**src/rtl/calc_pkg.sv**
```systemverilog
package calc_pkg;
  localparam int KEY_W  = 5;
  localparam int DIG_W  = 4;
  localparam int DATA_W = 8;

  localparam int K_DIG_MAX = 9;
  localparam int K_ADD     = 10;
  localparam int K_SUB     = 11;
  localparam int K_MUL     = 12;
  localparam int K_EQ      = 13;

  // step encoding follows the entry order
  typedef enum logic [2:0] {
    ST_A   = 3'b000,
    ST_OP  = 3'b001,
    ST_B   = 3'b010,
    ST_EQ  = 3'b011,
    ST_RES = 3'b100
  } step_e;

  typedef enum logic [1:0] {
    OP_ADD = 2'd0,
    OP_SUB = 2'd1,
    OP_MUL = 2'd2
  } op_e;
endpackage

```
**src/rtl/calc_key_class.sv**
```systemverilog
module calc_key_class
  import calc_pkg::*;
#(
  parameter int KW = KEY_W
) (
  input  logic [KW-1:0] code_i,
  output logic          is_digit_o,
  output logic          is_op_o,
  output logic          is_eq_o,
  output op_e           op_o
);
  always_comb begin
    is_digit_o = (int'(code_i) <= K_DIG_MAX);
    is_op_o    = (int'(code_i) >= K_ADD) && (int'(code_i) <= K_MUL);
    is_eq_o    = (int'(code_i) == K_EQ);
    if (int'(code_i) == K_SUB)      op_o = OP_SUB;
    else if (int'(code_i) == K_MUL) op_o = OP_MUL;
    else                            op_o = OP_ADD;
  end
endmodule

```
**src/rtl/calc_step_ctrl.sv**
```systemverilog
module calc_step_ctrl
  import calc_pkg::*;
(
  input  logic  clk_i,
  input  logic  rst_ni,
  input  logic  start_i,
  input  logic  key_vld_i,
  input  logic  is_digit_i,
  input  logic  is_op_i,
  input  logic  is_eq_i,
  output step_e step_o,
  output logic  acc_o
);
  step_e step_q, step_d;

  always_comb begin
    step_d = step_q;
    if (key_vld_i) begin
      case (step_q)
        ST_A:    if (is_digit_i) step_d = ST_OP;
        ST_OP:   if (is_op_i)    step_d = ST_B;
        ST_B:    if (is_digit_i) step_d = ST_EQ;
        ST_EQ:   if (is_eq_i)    step_d = ST_RES;
        ST_RES:  step_d = ST_A;
        default: step_d = ST_A;
      endcase
    end
  end

  assign acc_o  = key_vld_i && !start_i && (step_d != step_q);
  assign step_o = step_q;

  always_ff @(posedge clk_i or negedge rst_ni) begin
    if (!rst_ni)      step_q <= ST_A;
    else if (start_i) step_q <= ST_A;
    else              step_q <= step_d;
  end


  start_hold_chk: assert property (@(posedge clk_i) disable iff (!rst_ni)
    start_i |=> step_q == ST_A);


  step_legal_chk: assert property (@(posedge clk_i) disable iff (!rst_ni)
    step_q <= ST_RES);


  eq_wait_chk: assert property (@(posedge clk_i) disable iff (!rst_ni)
    (step_q == ST_EQ && key_vld_i && !is_eq_i && !start_i) |=> step_q == ST_EQ);


  res_exit_chk: assert property (@(posedge clk_i) disable iff (!rst_ni)
    (step_q == ST_RES && key_vld_i && !start_i) |=> step_q == ST_A);


  idle_step_chk: assert property (@(posedge clk_i) disable iff (!rst_ni)
    (!key_vld_i && !start_i) |=> $stable(step_q));
endmodule

```
**src/rtl/calc_alu.sv**
```systemverilog
module calc_alu
  import calc_pkg::*;
#(
  parameter int DW = DIG_W,
  parameter int RW = DATA_W
) (
  input  logic [DW-1:0] a_i,
  input  logic [DW-1:0] b_i,
  input  op_e           op_i,
  output logic [RW-1:0] res_o
);
  localparam int PAD = RW - DW;
  logic [RW-1:0] a_x, b_x;

  assign a_x = {{PAD{1'b0}}, a_i};
  assign b_x = {{PAD{1'b0}}, b_i};

  always_comb begin
    case (op_i)
      OP_SUB:  res_o = a_x - b_x;
      OP_MUL:  res_o = a_x * b_x;
      default: res_o = a_x + b_x;
    endcase
  end
endmodule

```
**src/rtl/calc_seq.sv**
```systemverilog
module calc_seq
  import calc_pkg::*;
#(
  parameter int KW = KEY_W,
  parameter int DW = DIG_W,
  parameter int RW = DATA_W
) (
  input  logic          clk_i,
  input  logic          rst_ni,
  input  logic          start_i,
  input  logic          key_vld_i,
  input  logic [KW-1:0] key_code_i,
  output logic [RW-1:0] disp_o
);
  localparam int PAD = RW - DW;

  logic          is_digit, is_op, is_eq, acc;
  op_e           key_op, op_q;
  step_e         step;
  logic [DW-1:0] opa_q, opb_q, digit;
  logic [RW-1:0] alu_res, disp_q;

  assign digit = key_code_i[DW-1:0];

  calc_key_class #(.KW(KW)) u_class (
    .code_i     (key_code_i),
    .is_digit_o (is_digit),
    .is_op_o    (is_op),
    .is_eq_o    (is_eq),
    .op_o       (key_op)
  );

  calc_step_ctrl u_ctrl (
    .clk_i      (clk_i),
    .rst_ni     (rst_ni),
    .start_i    (start_i),
    .key_vld_i  (key_vld_i),
    .is_digit_i (is_digit),
    .is_op_i    (is_op),
    .is_eq_i    (is_eq),
    .step_o     (step),
    .acc_o      (acc)
  );

  calc_alu #(.DW(DW), .RW(RW)) u_alu (
    .a_i   (opa_q),
    .b_i   (opb_q),
    .op_i  (op_q),
    .res_o (alu_res)
  );

  always_ff @(posedge clk_i or negedge rst_ni) begin
    if (!rst_ni) begin
      opa_q  <= '0;
      opb_q  <= '0;
      op_q   <= OP_ADD;
      disp_q <= '0;
    end else if (acc) begin
      case (step)
        ST_A: begin
          opa_q  <= digit;
          disp_q <= {{PAD{1'b0}}, digit};
        end
        ST_OP: op_q <= key_op;
        ST_B: begin
          opb_q  <= digit;
          disp_q <= {{PAD{1'b0}}, digit};
        end
        ST_EQ:   disp_q <= alu_res;
        default: ;
      endcase
    end
  end

  assign disp_o = disp_q;


  disp_hold_chk: assert property (@(posedge clk_i) disable iff (!rst_ni)
    !key_vld_i |=> $stable(disp_o));


  start_disp_chk: assert property (@(posedge clk_i) disable iff (!rst_ni)
    start_i |=> $stable(disp_o));


  op_disp_chk: assert property (@(posedge clk_i) disable iff (!rst_ni)
    (step == ST_OP) |=> $stable(disp_o));


  res_range_chk: assert property (@(posedge clk_i) disable iff (!rst_ni)
    (step == ST_EQ && acc && op_q != OP_SUB) |=> disp_o <= RW'(81));
endmodule

```
**config.mk**
```make
export PLATFORM = sky130hd
export DESIGN_NAME = calc_seq
export DESIGN_NICKNAME = d
export VERILOG_FILES = /design/src/rtl/calc_pkg.sv /design/src/rtl/calc_key_class.sv /design/src/rtl/calc_step_ctrl.sv /design/src/rtl/calc_alu.sv /design/src/rtl/calc_seq.sv
export SDC_FILE = /design/constraint.sdc
export NUM_CORES = 1
export LEC_CHECK = 0
export ABC_AREA = 0
export BUFFER_PORTS_ARGS = -buffer_cell sky130_fd_sc_hd__buf_2
export CORE_MARGIN = 2
export CORE_UTILIZATION = 55
export DETAILED_ROUTE_END_ITERATION = 7
export PLACE_DENSITY = 0.73
export SETUP_SLACK_MARGIN = 0.5
export SLEW_MARGIN = 40
export SYNTH_ARGS = -nofsm -noshare
export SYNTH_HDL_FRONTEND = slang
export SYNTH_SLANG_ARGS = --single-unit
```
**constraint.sdc**
```tcl
create_clock -name clk_i -period 3.3 [get_ports clk_i]
set_input_delay 0.165 -clock clk_i [delete_from_list [all_inputs] [get_ports clk_i]]
set_output_delay 0.165 -clock clk_i [all_outputs]
set_load 0.005 [all_outputs]
```
==> metrics.txt <==
# TYPE chip_impl_metric gauge
chip_impl_info{name="largest_family_of_logic_cells_by_synthesized_area",value="simple AND/OR/NAND/NOR gates"} 1
chip_impl_metric{name="n_antenna_cell",unit=""} 0
chip_impl_metric{name="pwr_density_cell",unit="mW/mm^2"} 285
chip_impl_metric{name="final.fill_count",unit=""} 303
chip_impl_info{name="critical_path.top_delay_family",value="adder cells"} 1
chip_impl_metric{name="whs",unit="ps"} 55.3
chip_impl_info{name="crit_path_top_delay_cell",value="sky130_fd_sc_hd__fa_1"} 1
chip_impl_metric{name="syn-num-nets",unit=""} 245
chip_impl_metric{name="number_of_enable_flip_flop_cells_after_synthesis",unit=""} 0
chip_impl_metric{name="antenna_violating_nets_post_route",unit=""} 0
chip_impl_info{name="holdCritStartpoint",value="start_i"} 1
chip_impl_metric{name="clockBufferDepth",unit=""} 2
chip_impl_metric{name="final.period_utilization",unit="%"} 87.7
chip_impl_metric{name="antenna_violations_before_repair",unit=""} 0
chip_impl_metric{name="layout-area-overhead-vs-synth",unit="%"} 14.2
chip_impl_metric{name="max_slew_margin",unit="%"} 48.6
chip_impl_info{name="grt_setup_unrepaired",value="yes"} 1
chip_impl_metric{name="wire_length_of_the_first_global_routing_pass",unit="mm"} 7.56
chip_impl_metric{name="core.rowCount",unit=""} 21
chip_impl_metric{name="clock_latency",unit="ps"} 310
chip_impl_metric{name="clk_pin_slew_worst_paths",unit="ps"} 120
chip_impl_metric{name="wire_per_inst",unit="um"} 16.0
chip_impl_metric{name="detailed_place_hpwl",unit="mm"} 3.34
chip_impl_metric{name="muxShareOfSynthArea",unit="%"} 6.28
chip_impl_metric{name="drtIter0Drc",unit=""} 104
chip_impl_info{name="critical_path.cell_chain",value="nand2_1 -> fa_1 -> inv_1 -> fa_1 -> ha_1 -> a211oi_2 -> nor2_2 -> a211oi_2 -> nor4_2 -> o41ai_2"} 1
chip_impl_metric{name="cp.arrival",unit="ps"} 3110
chip_impl_metric{name="io-pin-count",unit=""} 17
chip_impl_metric{name="critPathMaxStageDelay",unit="ps"} 500
chip_impl_metric{name="fin_worst_skew",unit="ps"} 11.1
chip_impl_metric{name="placedCellCount",unit=""} 265
chip_impl_info{name="holdCritPathClass",value="in2reg"} 1
chip_impl_metric{name="floorplan.initialDensity",unit="%"} 58.0
chip_impl_metric{name="numPortBuffers",unit=""} 16
chip_impl_metric{name="yosys.area_share.adder",unit="%"} 20.3
chip_impl_metric{name="largest_net_degree_at_the_start_of_global_routing",unit=""} 22
chip_impl_metric{name="gr-total-overflow",unit=""} 0
chip_impl_info{name="setup.worst_path.end_class",value="flip-flop"} 1
chip_impl_metric{name="maxCapViolations",unit=""} 0
chip_impl_metric{name="core_occupancy_in_the_finished_layout",unit="%"} 66.3
chip_impl_metric{name="postSynth.asyncResetShare",unit="%"} 100
chip_impl_metric{name="chipWidth",unit="um"} 63.6
chip_impl_info{name="r2r_start",value="opa_q[1]$_DFFE_PN0P_"} 1
chip_impl_metric{name="final_cells",unit=""} 280
chip_impl_metric{name="final-max-slew-violation-count",unit=""} 0
chip_impl_info{name="setup.worst_path.start",value="opa_q[1]$_DFFE_PN0P_"} 1
chip_impl_info{name="path_class",value="reg2reg"} 1
chip_impl_metric{name="cts-htree-levels",unit=""} 1
chip_impl_metric{name="static_power_due_to_leakage",unit="uW"} 0.00105
chip_impl_metric{name="drc_errors",unit=""} 0
chip_impl_metric{name="core",unit="mm^2"} 0.00336
chip_impl_metric{name="setup_viol",unit=""} 0
chip_impl_metric{name="critical_path_peak_fanout",unit=""} 4
chip_impl_metric{name="netlist_area",unit="mm^2"} 0.00195
chip_impl_metric{name="layout_min_cycle_time",unit="ps"} 2890
chip_impl_metric{name="crit_required",unit="ps"} 3510
chip_impl_metric{name="cts.sinks",unit=""} 21
chip_impl_metric{name="fmax",unit="MHz"} 345
chip_impl_metric{name="detail_route.first_pass.iterations",unit=""} 4
chip_impl_info{name="clk_root_buffer_cell",value="sky130_fd_sc_hd__clkbuf_4"} 1
chip_impl_metric{name="numCtsBuffers",unit=""} 3
chip_impl_metric{name="finalWeightedCongestion",unit=""} 0.936
chip_impl_info{name="final_common_cell",value="sky130_fd_sc_hd__ha_1"} 1
chip_impl_info{name="tritoncts",value="yes"} 1
chip_impl_metric{name="vdd_ir_drop_max",unit="mV"} 0.212
chip_impl_metric{name="hold_violations",unit=""} 0
chip_impl_metric{name="vias",unit=""} 1656
chip_impl_metric{name="post_route_cells_drive_above_1_share",unit="%"} 25.2
chip_impl_metric{name="post_synth_xor_area_fraction",unit="%"} 0.897
chip_impl_info{name="most_frequent_cells_in_the_layout",value="sky130_fd_sc_hd__ha_1, sky130_fd_sc_hd__dfrtp_1, sky130_fd_sc_hd__inv_1, sky130_fd_sc_hd__buf_2"} 1
chip_impl_metric{name="die_h",unit="um"} 63.6
chip_impl_metric{name="critPathBufInv",unit=""} 1
chip_impl_metric{name="die_area",unit="mm^2"} 0.00404
chip_impl_info{name="startpoint_type",value="flip-flop"} 1
chip_impl_metric{name="area.sequential",unit="um^2"} 527
chip_impl_metric{name="synth_seq_cells",unit=""} 21
chip_impl_metric{name="multi_input_area",unit="mm^2"} 0.00138
chip_impl_metric{name="p_total",unit="uW"} 636
chip_impl_metric{name="vias_per_cell",unit=""} 5.91
chip_impl_metric{name="timing.setup.tns",unit="ps"} 0
chip_impl_info{name="ys.flop_type",value="sky130_fd_sc_hd__dfrtp_1"} 1
chip_impl_metric{name="post_synthesis_instance_total",unit=""} 208
chip_impl_metric{name="first_global_vias",unit=""} 1622
chip_impl_metric{name="nets",unit=""} 272
chip_impl_metric{name="gr-usage-all-layers",unit="%"} 23.9
chip_impl_metric{name="wirelength",unit="mm"} 4.49
chip_impl_info{name="run_status",value="finished, final reports clean"} 1
chip_impl_metric{name="synth_cell_types",unit=""} 51
chip_impl_metric{name="synth_compound_area_share",unit="%"} 17.9
chip_impl_metric{name="synthSimpleGateAreaFrac",unit="%"} 22.8
chip_impl_metric{name="slew_of_the_pin_with_the_lowest_slew_margin",unit="ps"} 764
chip_impl_metric{name="synth.yosys.seq_area_share",unit="%"} 26.9
chip_impl_metric{name="yosysWarningCount",unit=""} 0
chip_impl_metric{name="synthesis.area_per_instance",unit="um^2"} 9.38
[layer usage]
| metal | track usage (%) | part of all wire (%) | vias up |
|---|---|---|---|
| met4 | 10.1 | 2.9 | 0 |
| met2 | 43.0 | 51 | 43 |
| li1 | - | - | 796 |
| met5 | 0 | 0 | - |
| met1 | 28.6 | 42 | 803 |
| met3 | 2.86 | 3.5 | 14 |
[registers in the layout, indices dropped and copies added (netlist names)]
signal / count
disp_o: 8
opa_q: 4
opb_q: 4
u_ctrl.step_o: 3
op_q: 2
[power breakdown]
group	leakage, uW	internal (uW)	switching (uW)
logic	0.000759	93.7	106
registers	0.000276	287	23.8
clock network	0.0000177	45.3	80.1
[logic make-up after synthesis]
family          Yosys count
fa+ha+maj                28
simple gates             77
compound gates           45
mux                      11
xor+xnor                  2
flops                    21
buf+inv                  24
[path summary, 6_finish.rpt]
path	to	slack, ps	depth (start not counted)
hold reg to reg	disp_o[4]$_DFFE_PN0P_	490	2
setup reg to reg	disp_o[7]$_DFFE_PN0P_	410	10
hold / removal	u_ctrl.step_o[2]$_DFF_PN0_	60	2
max in group asynchronous	opa_q[1]$_DFFE_PN0P_	2590	2
min in group asynchronous	disp_o[7]$_DFFE_PN0P_	330	2
setup / recovery	disp_o[7]$_DFFE_PN0P_	410	10
[layout make-up]
cell class | instances | area share, %
multi-input cells | 163 | 61.9
well taps | 46 | 2.58
flip-flops and latches | 21 | 23.6
clock inverters | 1 | 0.225
inverters | 19 | 3.20
clock buffers | 3 | 1.01
repair buffers | 27 | 7.41
[per-stage QoR]
stage | area [um^2] | setup slack, ps
global route | 2230 | 296
finish | 2230 | 405
CTS | 2210 | 428
floorplan | 1950 | 500
detailed placement | 2060 | 250
global placement | 2060 | 384
[worst reg2reg max path, delay by kind of cell, from the launching register on]
kind / cells / cell delay (ps)
AO/OA/AOI/OAI: 3 / 770
buffers and inverters: 1 / 50
adder cells (fa/ha/maj): 3 / 1290
flip-flops: 1 / 410
AND/OR/NAND/NOR: 3 / 300
[Yosys cell counts (2+ instances only)]
library cell | count | area (um^2)
sky130_fd_sc_hd__xnor2_1 | 2 | 17.5
sky130_fd_sc_hd__nand2_1 | 16 | 60.1
sky130_fd_sc_hd__o31ai_1 | 3 | 22.5
sky130_fd_sc_hd__clkbuf_1 | 4 | 15.0
sky130_fd_sc_hd__inv_1 | 19 | 71.3
sky130_fd_sc_hd__nor2_1 | 16 | 60.1
sky130_fd_sc_hd__nor4b_1 | 2 | 17.5
sky130_fd_sc_hd__nand3b_1 | 4 | 30.0
sky130_fd_sc_hd__o41ai_2 | 2 | 32.5
sky130_fd_sc_hd__dfrtp_1 | 21 | 526
sky130_fd_sc_hd__nand2b_1 | 10 | 62.6
sky130_fd_sc_hd__a31oi_1 | 2 | 12.5
sky130_fd_sc_hd__and2_1 | 6 | 37.5
sky130_fd_sc_hd__o21ai_0 | 9 | 45.0
sky130_fd_sc_hd__ha_1 | 22 | 275
sky130_fd_sc_hd__fa_1 | 6 | 120
sky130_fd_sc_hd__nor2b_1 | 6 | 37.5
sky130_fd_sc_hd__a21oi_1 | 12 | 60.1
sky130_fd_sc_hd__a21o_1 | 2 | 15.0
sky130_fd_sc_hd__mux2_2 | 10 | 113
sky130_fd_sc_hd__and3_1 | 2 | 12.5
sky130_fd_sc_hd__a211oi_1 | 3 | 22.5
[what timing repair did]
item / 4_1_cts / 5_1_grt
gates resized for setup: 10 / 2
buffers inserted: 9 / 1
pin swaps: 2 / 1
endpoints found under the setup margin: 4 / 4
cloned: 0 / 0
hold buffers: 1 / 0
hold endpoints to repair: 21 / 0
Note: power is estimated with default switching activity, not from simulation.
